==> config.mk <==
export PLATFORM = sky130hd
export DESIGN_NAME = wt_voice
export DESIGN_NICKNAME = d
export VERILOG_FILES = /design/src/rtl/wt_pkg.sv /design/src/rtl/wt_table.sv /design/src/rtl/wt_phase.sv /design/src/rtl/wt_shape.sv /design/src/rtl/wt_voice.sv
export SDC_FILE = /design/constraint.sdc
export NUM_CORES = 2
export LEC_CHECK = 0
export BUFFER_PORTS_ARGS = -buffer_cell sky130_fd_sc_hd__buf_2
export CAP_MARGIN = 0
export CORE_MARGIN = 2
export CORE_UTILIZATION = 45
export DETAILED_ROUTE_END_ITERATION = 8
export GPL_TIMING_DRIVEN = 0
export PLACE_DENSITY = 0.63
export REMOVE_ABC_BUFFERS = 1
export SLEW_MARGIN = 20
export SYNTH_ARGS = -nofsm -noshare
export SYNTH_HDL_FRONTEND = slang
export SYNTH_SLANG_ARGS = --single-unit
==> constraint.sdc <==
create_clock -name clk -period 49 [get_ports clk]
set_input_delay 0 -clock clk [delete_from_list [all_inputs] [get_ports clk]]
set_output_delay 0 -clock clk [all_outputs]
set_load 0.05 [all_outputs]
==> src/rtl/wt_pkg.sv <==
package wt_pkg;
  localparam int SMP_W  = 17;
  localparam int STRM_W = 16;
  localparam int TBL_AW = 8;
  localparam int TBL_DW = 8;
  localparam int PM_SH  = 18;
  localparam int DIV_K  = 16;
  localparam int PROD_W = 2 * SMP_W;
  localparam logic signed [SMP_W-1:0] MID = SMP_W'(32767);

  typedef logic signed [SMP_W-1:0] smp_t;

  // Truncating division by 2^DIV_K-1: shift estimate plus one correction step.
  function automatic smp_t ring_scale(input logic signed [PROD_W-1:0] p);
    logic [PROD_W-1:0] mag;
    logic [PROD_W-1:0] q;
    logic [PROD_W-1:0] rem;
    mag = p[PROD_W-1] ? $unsigned(-p) : $unsigned(p);
    q   = mag >> DIV_K;
    rem = mag - (q << DIV_K) + q;
    if (rem >= PROD_W'((64'd1 << DIV_K) - 64'd1)) q = q + PROD_W'(1);
    return p[PROD_W-1] ? -$signed(q[SMP_W-1:0]) : $signed(q[SMP_W-1:0]);
  endfunction
endpackage

==> src/rtl/wt_table.sv <==
module wt_table #(
  parameter int AW = 8,
  parameter int DW = 8
) (
  input  logic          clk,
  input  logic          rst_n,
  input  logic          we,
  input  logic [AW-1:0] waddr,
  input  logic [DW-1:0] wdata,
  input  logic [AW-1:0] raddr,
  output logic [DW-1:0] rdata
);
  localparam int DEPTH = 1 << AW;

  logic [DW-1:0] mem [DEPTH];

  always_ff @(posedge clk) begin
    if (!rst_n) begin
      for (int i = 0; i < DEPTH; i++) mem[i] <= '0;
    end else if (we) begin
      mem[waddr] <= wdata;
    end
  end

  assign rdata = mem[raddr];
endmodule

==> src/rtl/wt_phase.sv <==
module wt_phase
  import wt_pkg::*;
#(
  parameter int ACC_W = 30,
  parameter int NSRC  = 7,
  parameter int SEL_W = 3
) (
  input  logic                  clk,
  input  logic                  rst_n,
  input  logic                  step,
  input  logic                  hold,
  input  logic [ACC_W-1:0]      freq,
  input  logic                  pm_en,
  input  logic [SEL_W-1:0]      pm_sel,
  input  logic [NSRC*SMP_W-1:0] pm_src,
  output logic [ACC_W-1:0]      acc_q,
  output logic [TBL_AW-1:0]     idx
);
  localparam int EXT_W = ACC_W + SMP_W;

  smp_t             mod_v;
  logic             mod_hit;
  logic [ACC_W-1:0] offset;
  logic [ACC_W-1:0] eff;

  always_comb begin
    mod_v   = '0;
    mod_hit = 1'b0;
    for (int k = 0; k < NSRC; k++) begin
      if (pm_sel == SEL_W'(k)) begin
        mod_v   = pm_src[k*SMP_W +: SMP_W];
        mod_hit = 1'b1;
      end
    end
  end

  always_comb begin
    offset = '0;
    if (pm_en && mod_hit)
      offset = ACC_W'({{ACC_W{mod_v[SMP_W-1]}}, mod_v} << PM_SH);
    eff = acc_q + offset;
  end

  assign idx = eff[ACC_W-1 -: TBL_AW];

  always_ff @(posedge clk) begin
    if (!rst_n)                acc_q <= '0;
    else if (step && !hold)    acc_q <= acc_q + freq;
  end

  logic unused_ext;
  assign unused_ext = (EXT_W == 0);
endmodule

==> src/rtl/wt_shape.sv <==
module wt_shape
  import wt_pkg::*;
#(
  parameter int NSRC  = 7,
  parameter int SEL_W = 3
) (
  input  logic                  mode,
  input  logic                  hold,
  input  logic [TBL_DW-1:0]     tbl_byte,
  input  logic [STRM_W-1:0]     strm_val,
  input  logic                  ring_en,
  input  logic [SEL_W-1:0]      ring_sel,
  input  logic [NSRC*SMP_W-1:0] ring_src,
  output smp_t                  raw,
  output smp_t                  shaped
);
  smp_t                      src;
  logic signed [PROD_W-1:0]  prod;

  always_comb begin
    if (hold)
      raw = '0;
    else if (mode)
      raw = $signed({1'b0, strm_val}) - MID;
    else
      raw = $signed({1'b0, tbl_byte, {(STRM_W-TBL_DW){1'b0}}}) - MID;
  end

  always_comb begin
    src = raw;
    for (int k = 0; k < NSRC; k++) begin
      if (ring_sel == SEL_W'(k)) src = ring_src[k*SMP_W +: SMP_W];
    end
  end

  always_comb begin
    prod   = $signed({{SMP_W{raw[SMP_W-1]}}, raw}) * $signed({{SMP_W{src[SMP_W-1]}}, src});
    shaped = ring_en ? ring_scale(prod) : raw;
  end
endmodule

==> src/rtl/wt_voice.sv <==
module wt_voice
  import wt_pkg::*;
#(
  parameter int ACC_W = 30,
  parameter int NSRC  = 7,
  parameter int SEL_W = $clog2(NSRC + 1)
) (
  input  logic                  clk,
  input  logic                  rst_n,
  input  logic                  tbl_we,
  input  logic [TBL_AW-1:0]     tbl_addr,
  input  logic [TBL_DW-1:0]     tbl_data,
  input  logic [ACC_W-1:0]      freq,
  input  logic                  stream_mode,
  input  logic                  strm_valid,
  output logic                  strm_ready,
  input  logic [STRM_W-1:0]     strm_data,
  input  logic                  pm_en,
  input  logic [SEL_W-1:0]      pm_sel,
  input  logic [NSRC*SMP_W-1:0] pm_src,
  input  logic                  ring_en,
  input  logic [SEL_W-1:0]      ring_sel,
  input  logic [NSRC*SMP_W-1:0] ring_src,
  input  logic                  env_hold,
  output logic                  o_valid,
  input  logic                  o_ready,
  output logic [SMP_W-1:0]      o_sample,
  output logic [SMP_W-1:0]      o_raw
);
  logic              step;
  logic [ACC_W-1:0]  acc_q;
  logic [TBL_AW-1:0] idx;
  logic [TBL_DW-1:0] tbl_byte;
  logic [STRM_W-1:0] strm_q;
  smp_t              raw_c;
  smp_t              shaped_c;

  assign step       = !o_valid || o_ready;
  assign strm_ready = 1'b1;

  always_ff @(posedge clk) begin
    if (!rst_n)          strm_q <= STRM_W'(16'h7FFF);
    else if (strm_valid) strm_q <= strm_data;
  end

  wt_table #(.AW(TBL_AW), .DW(TBL_DW)) u_table (
    .clk   (clk),
    .rst_n (rst_n),
    .we    (tbl_we),
    .waddr (tbl_addr),
    .wdata (tbl_data),
    .raddr (idx),
    .rdata (tbl_byte)
  );

  wt_phase #(.ACC_W(ACC_W), .NSRC(NSRC), .SEL_W(SEL_W)) u_phase (
    .clk    (clk),
    .rst_n  (rst_n),
    .step   (step),
    .hold   (env_hold),
    .freq   (freq),
    .pm_en  (pm_en),
    .pm_sel (pm_sel),
    .pm_src (pm_src),
    .acc_q  (acc_q),
    .idx    (idx)
  );

  wt_shape #(.NSRC(NSRC), .SEL_W(SEL_W)) u_shape (
    .mode     (stream_mode),
    .hold     (env_hold),
    .tbl_byte (tbl_byte),
    .strm_val (strm_q),
    .ring_en  (ring_en),
    .ring_sel (ring_sel),
    .ring_src (ring_src),
    .raw      (raw_c),
    .shaped   (shaped_c)
  );

  always_ff @(posedge clk) begin
    if (!rst_n) begin
      o_valid  <= 1'b0;
      o_sample <= '0;
      o_raw    <= '0;
    end else if (step) begin
      o_valid  <= 1'b1;
      o_sample <= shaped_c;
      o_raw    <= raw_c;
    end
  end
endmodule

* Yosys cells after proc, flatten, opt, wreduce, memory -nomap -nowiden *
Memory sizes are Yosys's and may differ from the RTL's.
Index checks and enable logic that the tools add are counted.

storage, ports and cells
  flip-flop bits (word level) = 81
  bits in writable memories = 2048
  input port bits = 315
  output and inout port bits = 36
  logic and storage cells = 72
  memories kept = 1

cells by class
  add/subtract/negate cells = 9
  multiply operators = 1
  $lt $le $gt $ge = 1
  equality and inequality tests = 12
  multiplexer cells = 35
  reduce and logical (&&, ||, !) cells = 8

memories
  memory       words  bits a word  read ports  clocked after Yosys merged registers in  wr ports  line            text
  u_table.mem  256    8            1           0                                        256       wt_table.sv:15  logic [DW-1:0] mem [DEPTH];

operators by type and width
  operator                count
  $mux 17                 12
  $mux 12                 7
  $add 30x30->30          2
  $add 34x18->34          1
  $ge 34x16->1 const B    1
  $mul 17x17->34          1
  $mux 34                 1
  $neg 34->34             1
  $sub 16x15->17 const B  2
  $sub 34x34->34          1
  $mux 30                 1
  $eq 3x3->1 const B      6
  $add 17x1->17 const B   1
  $neg 17->17             1
  $mux 8                  2
  $eq 3x2->1 const B      4
  $mux 1                  12
  $reduce_or 8->1         1
  $eq 3x1->1 const B      2
  $logic_not 3->1         2
  $logic_and 1x1->1       2
  $logic_not 1->1         2
  $logic_or 1x1->1        1

* Longest topological paths before layout *
An unclocked memory read counts as a cell.

  depth in word-level cells = 32
  gate-level depth with buffers = 84
  depth with buffers taken out = 70

* By module *
From an unflattened synthesis, not the netlist that was laid out.

second synthesis, totals
  cell total of the unflattened synthesis = 9436
  area total of the unflattened synthesis = 117911.8 µm²

by module, submodules not included
  module    instances  cells an instance  area an instance (µm²)  sequential area each (µm²)
  wt_table  1          6677               95835.7                 61499.0
  wt_shape  1          2082               16527.1                 0.0
  wt_phase  1          472                3514.6                  600.6
  wt_voice  1          205                2034.5                  1021.0

* Worst setup path before layout *
Ideal clock, no wire load.

  path kind = input to register
  from = in pm_sel[0]
  to = reg o_sample[14]
  setup time = 0.070 ns
  arrival = 15.878 ns
  data required time = 48.930 ns
  setup slack = 33.051 ns
  cell stages on the path = 74
  buffers on the path = 14
  cells stage by stage = buf_4 > buf_1 > clkbuf_1 > nor2_1 > a221oi_1 > a21oi_1 > a21oi_1 > nor2_1 > ha_1 > clkbuf_1 > and2_1 > clkbuf_1 > nor2_1 > nor2_1 > nor2_1 > o21ai_4 > a21oi_4 > xor2_2 > (+38 left out) > a2111oi_1 > nor3b_1 > o31ai_1 > mux2i_1 > nor4_1 > a211oi_1 > nand2b_1 > a21o_2 > and2_1 > buf_6 > o21ai_0 > ha_1 > nand2_1 > nor4_4 > a31oi_1 > xnor2_1 > a211o_1 > a21oi_1

on the way
  longest elaborated chain between the ends = 32
  elaborated cells between the ends (all ways) = 46
  those cells by class = add/sub (7); mul (1); order compare (1); eq/ne (6); mux (28); reduce/logical (2); memory (1)

ends and longest elaborated chain
  element               line            text
  from (decl)           wt_voice.sv:19  input logic [SEL_W-1:0] pm_sel,
  $logic_not 3->1       wt_phase.sv:30  if (pm_sel == SEL_W'(k)) begin
  $mux 1 (7 in a row)   wt_phase.sv:30
  $logic_and 1x1->1     wt_phase.sv:39  if (pm_en && mod_hit)
  $mux 30 (*)           wt_phase.sv:39
  $add 30x30->30 (*)    wt_phase.sv:41  eff = acc_q + offset;
  $mem_v2 256x8 (*)     n/a
  $sub 16x15->17 (*)    wt_shape.sv:26  raw = $signed({1'b0, tbl_byte, {(STRM_W-TBL_DW){1'b0}}}) - MID;
  $mux 17 (*)           wt_shape.sv:23  else if (mode)
  (+10 left out)        n/a
  $mux 34               wt_pkg.sv:18    mag = p[PROD_W-1] ? $unsigned(-p) : $unsigned(p);
  $sub 34x34->34        wt_pkg.sv:20    rem = mag - (q << DIV_K) + q;
  $add 34x18->34        wt_pkg.sv:20
  $ge 34x16->1          wt_pkg.sv:21    if (rem >= PROD_W'((64'd1 << DIV_K) - 64'd1)) q = q + PROD_W'(1);
  $mux 17               wt_pkg.sv:21
  $neg 17->17           wt_pkg.sv:22    return p[PROD_W-1] ? -$signed(q[SMP_W-1:0]) : $signed(q[SMP_W-1:0]);
  $mux 17               wt_pkg.sv:22
  $mux 17 (*)           wt_shape.sv:38  shaped = ring_en ? ring_scale(prod) : raw;
  to (signal assigned)  wt_voice.sv:88  o_sample <= shaped_c;
  to (decl)             wt_voice.sv:27  output logic [SMP_W-1:0] o_sample,

Mark *: on every way between the ends. The rest lies on a longest branch, timed or not.
A chain may end at the register's enable or synchronous reset.

* Worst setup path in the final report *
  from = in pm_sel[0]
  to = reg o_sample[8]

The elaborated chain is that of the path after synthesis.

==> impl_metrics.toml <==
[floorplan]
die_h_um = 522
ios = 351
rows = 190
die_w_um = 522
core-area_mm2 = 0.267
die-area_mm2 = 0.272
start_util = 0.451

[logic_synthesis]
synth-main-ff-cell = "edfxtp_1"
synth-seq-area-share = 0.524
yosys_warnings = 0
ys_seq_elements = 2129
synthArstFlopShare = 0
syn_inst = 10700
synth.avg_cell_area_um2 = 11.3
synth-edff-count = 2048
syn_area_mm2 = 0.121
synthDistinctLibCells = 120

[run_status]
status = "complete, no violations"

[placement]
place_congestion = 0.883
place_hpwl_um = 270000
numPortBuffers = 314
place_ws_ns = 26.77
place_area_mm2 = 0.130

[critical_path]
endpoint_kind = "register"
worstPathRequired_ns = 49.78
timing.rr.start = "u_phase.acc_q[23]$_SDFFE_PN0P_"
crit_slowest_cell = "a2111oi_0"
worstSetupPathType = "primary input to register"
reg2reg_slack_ns = 27.55
r2r_cells = 59
cp_max_fo = 39
critPathMaxStageDelay_ns = 0.90
worstReg2RegEnd = "o_sample[8]$_SDFFE_PN0N_"
start_kind = "primary input"
cp.arrival_ns = 22.89

[routing]
wl_met2_um = 180000
met1_length_um = 154000
routed_wirelength_um = 391000
firstDrtPassIters = 6
num_vias = 89600
top_layer = "met5"
dr.first_iter.drc_count = 10600
wl_per_cell_um = 27.2
viasPerCell = 6.23
wl_met3_um = 40100
drc_errors = 0
ant_nets = 0

[global_routing]
grt_util_all_layers = 0.281
grt_pass1_wl_um = 579000
grt_max_degree = 123
grt_overflow_total = 0
grt_antenna_before_repair = 11
grt_pass1_vias = 88500

[timing]
rsz0062_at_grt = "no"
drv_slew = 0
worst_slew_pin_slew_ns = 1.28
fin_tns_setup_ns = 0
finalWorstSetupSlack_ns = 26.90
hold_viol_final = 0
max_freq_mhz = 45.2
clock-skew-final_ns = 0.0947
finalCriticalPeriod_ns = 22.10
finalSetupViolations = 0
hold_slack_ns = 0.0904
maxSlewHeadroom = 0.141
period_share = 0.451

[clock_network]
cts_sinks = 2129
cts_hold_buf = 131
clkTransAtPathRegs_ns = 0.06
clk_latency_ns = 0.93
cts_tree = "yes"
cts.repair.resized = 0
root_buffer = "clkbuf_16"
postCtsSetupRepairBufs = 0
clk_path_buf_depth = 4
cts_made_buffers = 231
htree_levels = 4

[hold_path]
holdPathEnd = "u_phase.acc_q[0]$_SDFFE_PN0P_"
holdPathStages = 5
worstHoldStart = "freq[0]"
hold_path.class = "primary input to register"

[finish]
finalInstanceArea_mm2 = 0.139
syn_to_final_growth_pct = 14.9
nets = 11400
nFillCells = 22600
drive_above_1_share = 0.126

[flow_run]
drv_cap = 0
layout make-up:
cell class / count / area (µm²) / share of cell area
Sequential cell: 2129 / 63100 / 0.455
Multi-Input combinational cell: 7030 / 51900 / 0.375
Timing Repair Buffer: 846 / 10400 / 0.0748
Clock buffer: 287 / 6060 / 0.0438
Tap cell: 3552 / 4440 / 0.0321
Inverter: 402 / 1510 / 0.0109
Clock inverter: 125 / 1150 / 0.00833
Antenna cell: 9 / 22.5 / 0.000163
placed cells by master, fill, tap and decap left out, types with 53 or more instances in the layout:
cell type         n
and3_1         1694
a311oi_1         85
dlygate4sd3_1   131
mux4_2          145
a21oi_1         243
dfxtp_1          81
nor3_1           55
and2_1          477
nor2_1          346
o221ai_1         57
mux2i_1         630
xnor2_1          74
ha_1            155
clkbuf_16       234
a211oi_1        123
o21ai_1         191
edfxtp_1       2048
nand2_1        1142
o21ai_0         131
a221oi_1         84
buf_2           315
inv_1           395
o22ai_1          56
nand3_1         226
buf_16          162
fa_1            297
buf_4            74
o211ai_1         59
buf_12           53
clkinv_1         59
buf_6            72
nand2b_1         59
cells by family (layout without fill, tap and decap cells):
group                    count (synthesis)  count (layout)  share of synthesized area
other                                    1              10                  0.0000311
AND/OR/NAND/NOR                       4245            4245                      0.187
flip-flops                            2129            2129                      0.524
XOR/XNOR                               142             142                     0.0109
adder cells (fa/ha/maj)                454             454                     0.0656
multiplexers                           799             799                     0.0818
buffers and inverters                 1497            1660                     0.0515
AO/OA/AOI/OAI                         1389            1389                     0.0793
routing by layer:
| layer | vias up | global-route usage |
|---|---|---|
| met5 | - | 0 |
| met4 | 10 | 0.113 |
| met3 | 836 | 0.0537 |
| met2 | 5056 | 0.446 |
| met1 | 44800 | 0.380 |
| li1 | 38900 | - |
registers in the layout, indices dropped and copies added, names as in the netlist:
register       cells
strm_q            16
o_valid            1
o_sample          17
o_raw             17
u_table.mem     2048
u_phase.acc_q     30
per-stage QoR:
step / cells / util
CTS: 14400 / 0.518
floorplan: 9561 / -
detailed placement: 13800 / 0.487
global route: 14400 / 0.519
global placement: 13400 / 0.456
finish: 14400 / 0.519
critical path, delay by kind of cell:
| kind | cells | cell delay [ns] |
|---|---|---|
| simple gates | 17 | 5.88 |
| xor+xnor | 1 | 0.78 |
| compound gates | 13 | 5.06 |
| buf+inv | 14 | 3.27 |
| mux | 7 | 2.48 |
| fa+ha+maj | 11 | 5.11 |
how the worst max path moves through the flow:
stage | from | endpoint | slack, ns | cells past startpoint
floorplan | pm_sel[2] | o_sample[14]$_SDFFE_PN0N_ | 9.40 | 59
global placement | pm_sel[0] | o_sample[10]$_SDFFE_PN0N_ | -17.18 | 59
detailed placement | pm_sel[0] | o_sample[14]$_SDFFE_PN0N_ | 26.77 | 63
CTS | pm_sel[0] | o_sample[8]$_SDFFE_PN0N_ | 27.17 | 63
global route | pm_sel[0] | o_sample[8]$_SDFFE_PN0N_ | 25.88 | 63
finish | pm_sel[0] | o_sample[8]$_SDFFE_PN0N_ | 26.90 | 63
synth_stat cells (31+ instances only):
library cell / count / area [µm²]
mux2i_1: 631 / 6320
mux4_2: 145 / 3270
buf_2: 158 / 791
and2_1: 479 / 3000
a21oi_1: 245 / 1230
or3_1: 31 / 194
a31oi_1: 52 / 325
a311oi_1: 85 / 744
edfxtp_1: 2048 / 61500
a221oi_1: 84 / 736
o221ai_1: 58 / 508
inv_1: 395 / 1480
o211ai_1: 59 / 443
a22oi_1: 44 / 330
a211oi_1: 124 / 931
nand3_1: 233 / 1170
nand2b_1: 60 / 375
o21ai_0: 310 / 1550
ha_1: 157 / 1960
clkbuf_1: 818 / 3070
dfxtp_1: 81 / 1620
nor2_1: 376 / 1410
fa_1: 297 / 5950
nor3_1: 64 / 320
buf_1: 34 / 128
buf_4: 65 / 488
xnor2_1: 79 / 692
nand2_1: 1144 / 4290
nor2b_1: 44 / 275
o22ai_1: 58 / 363
xor2_1: 56 / 490
and3_1: 1696 / 10600
Power is left out: the tool's default activity adds up to more than one toggle a clock period on the data nets, which glitch-free logic cannot reach.
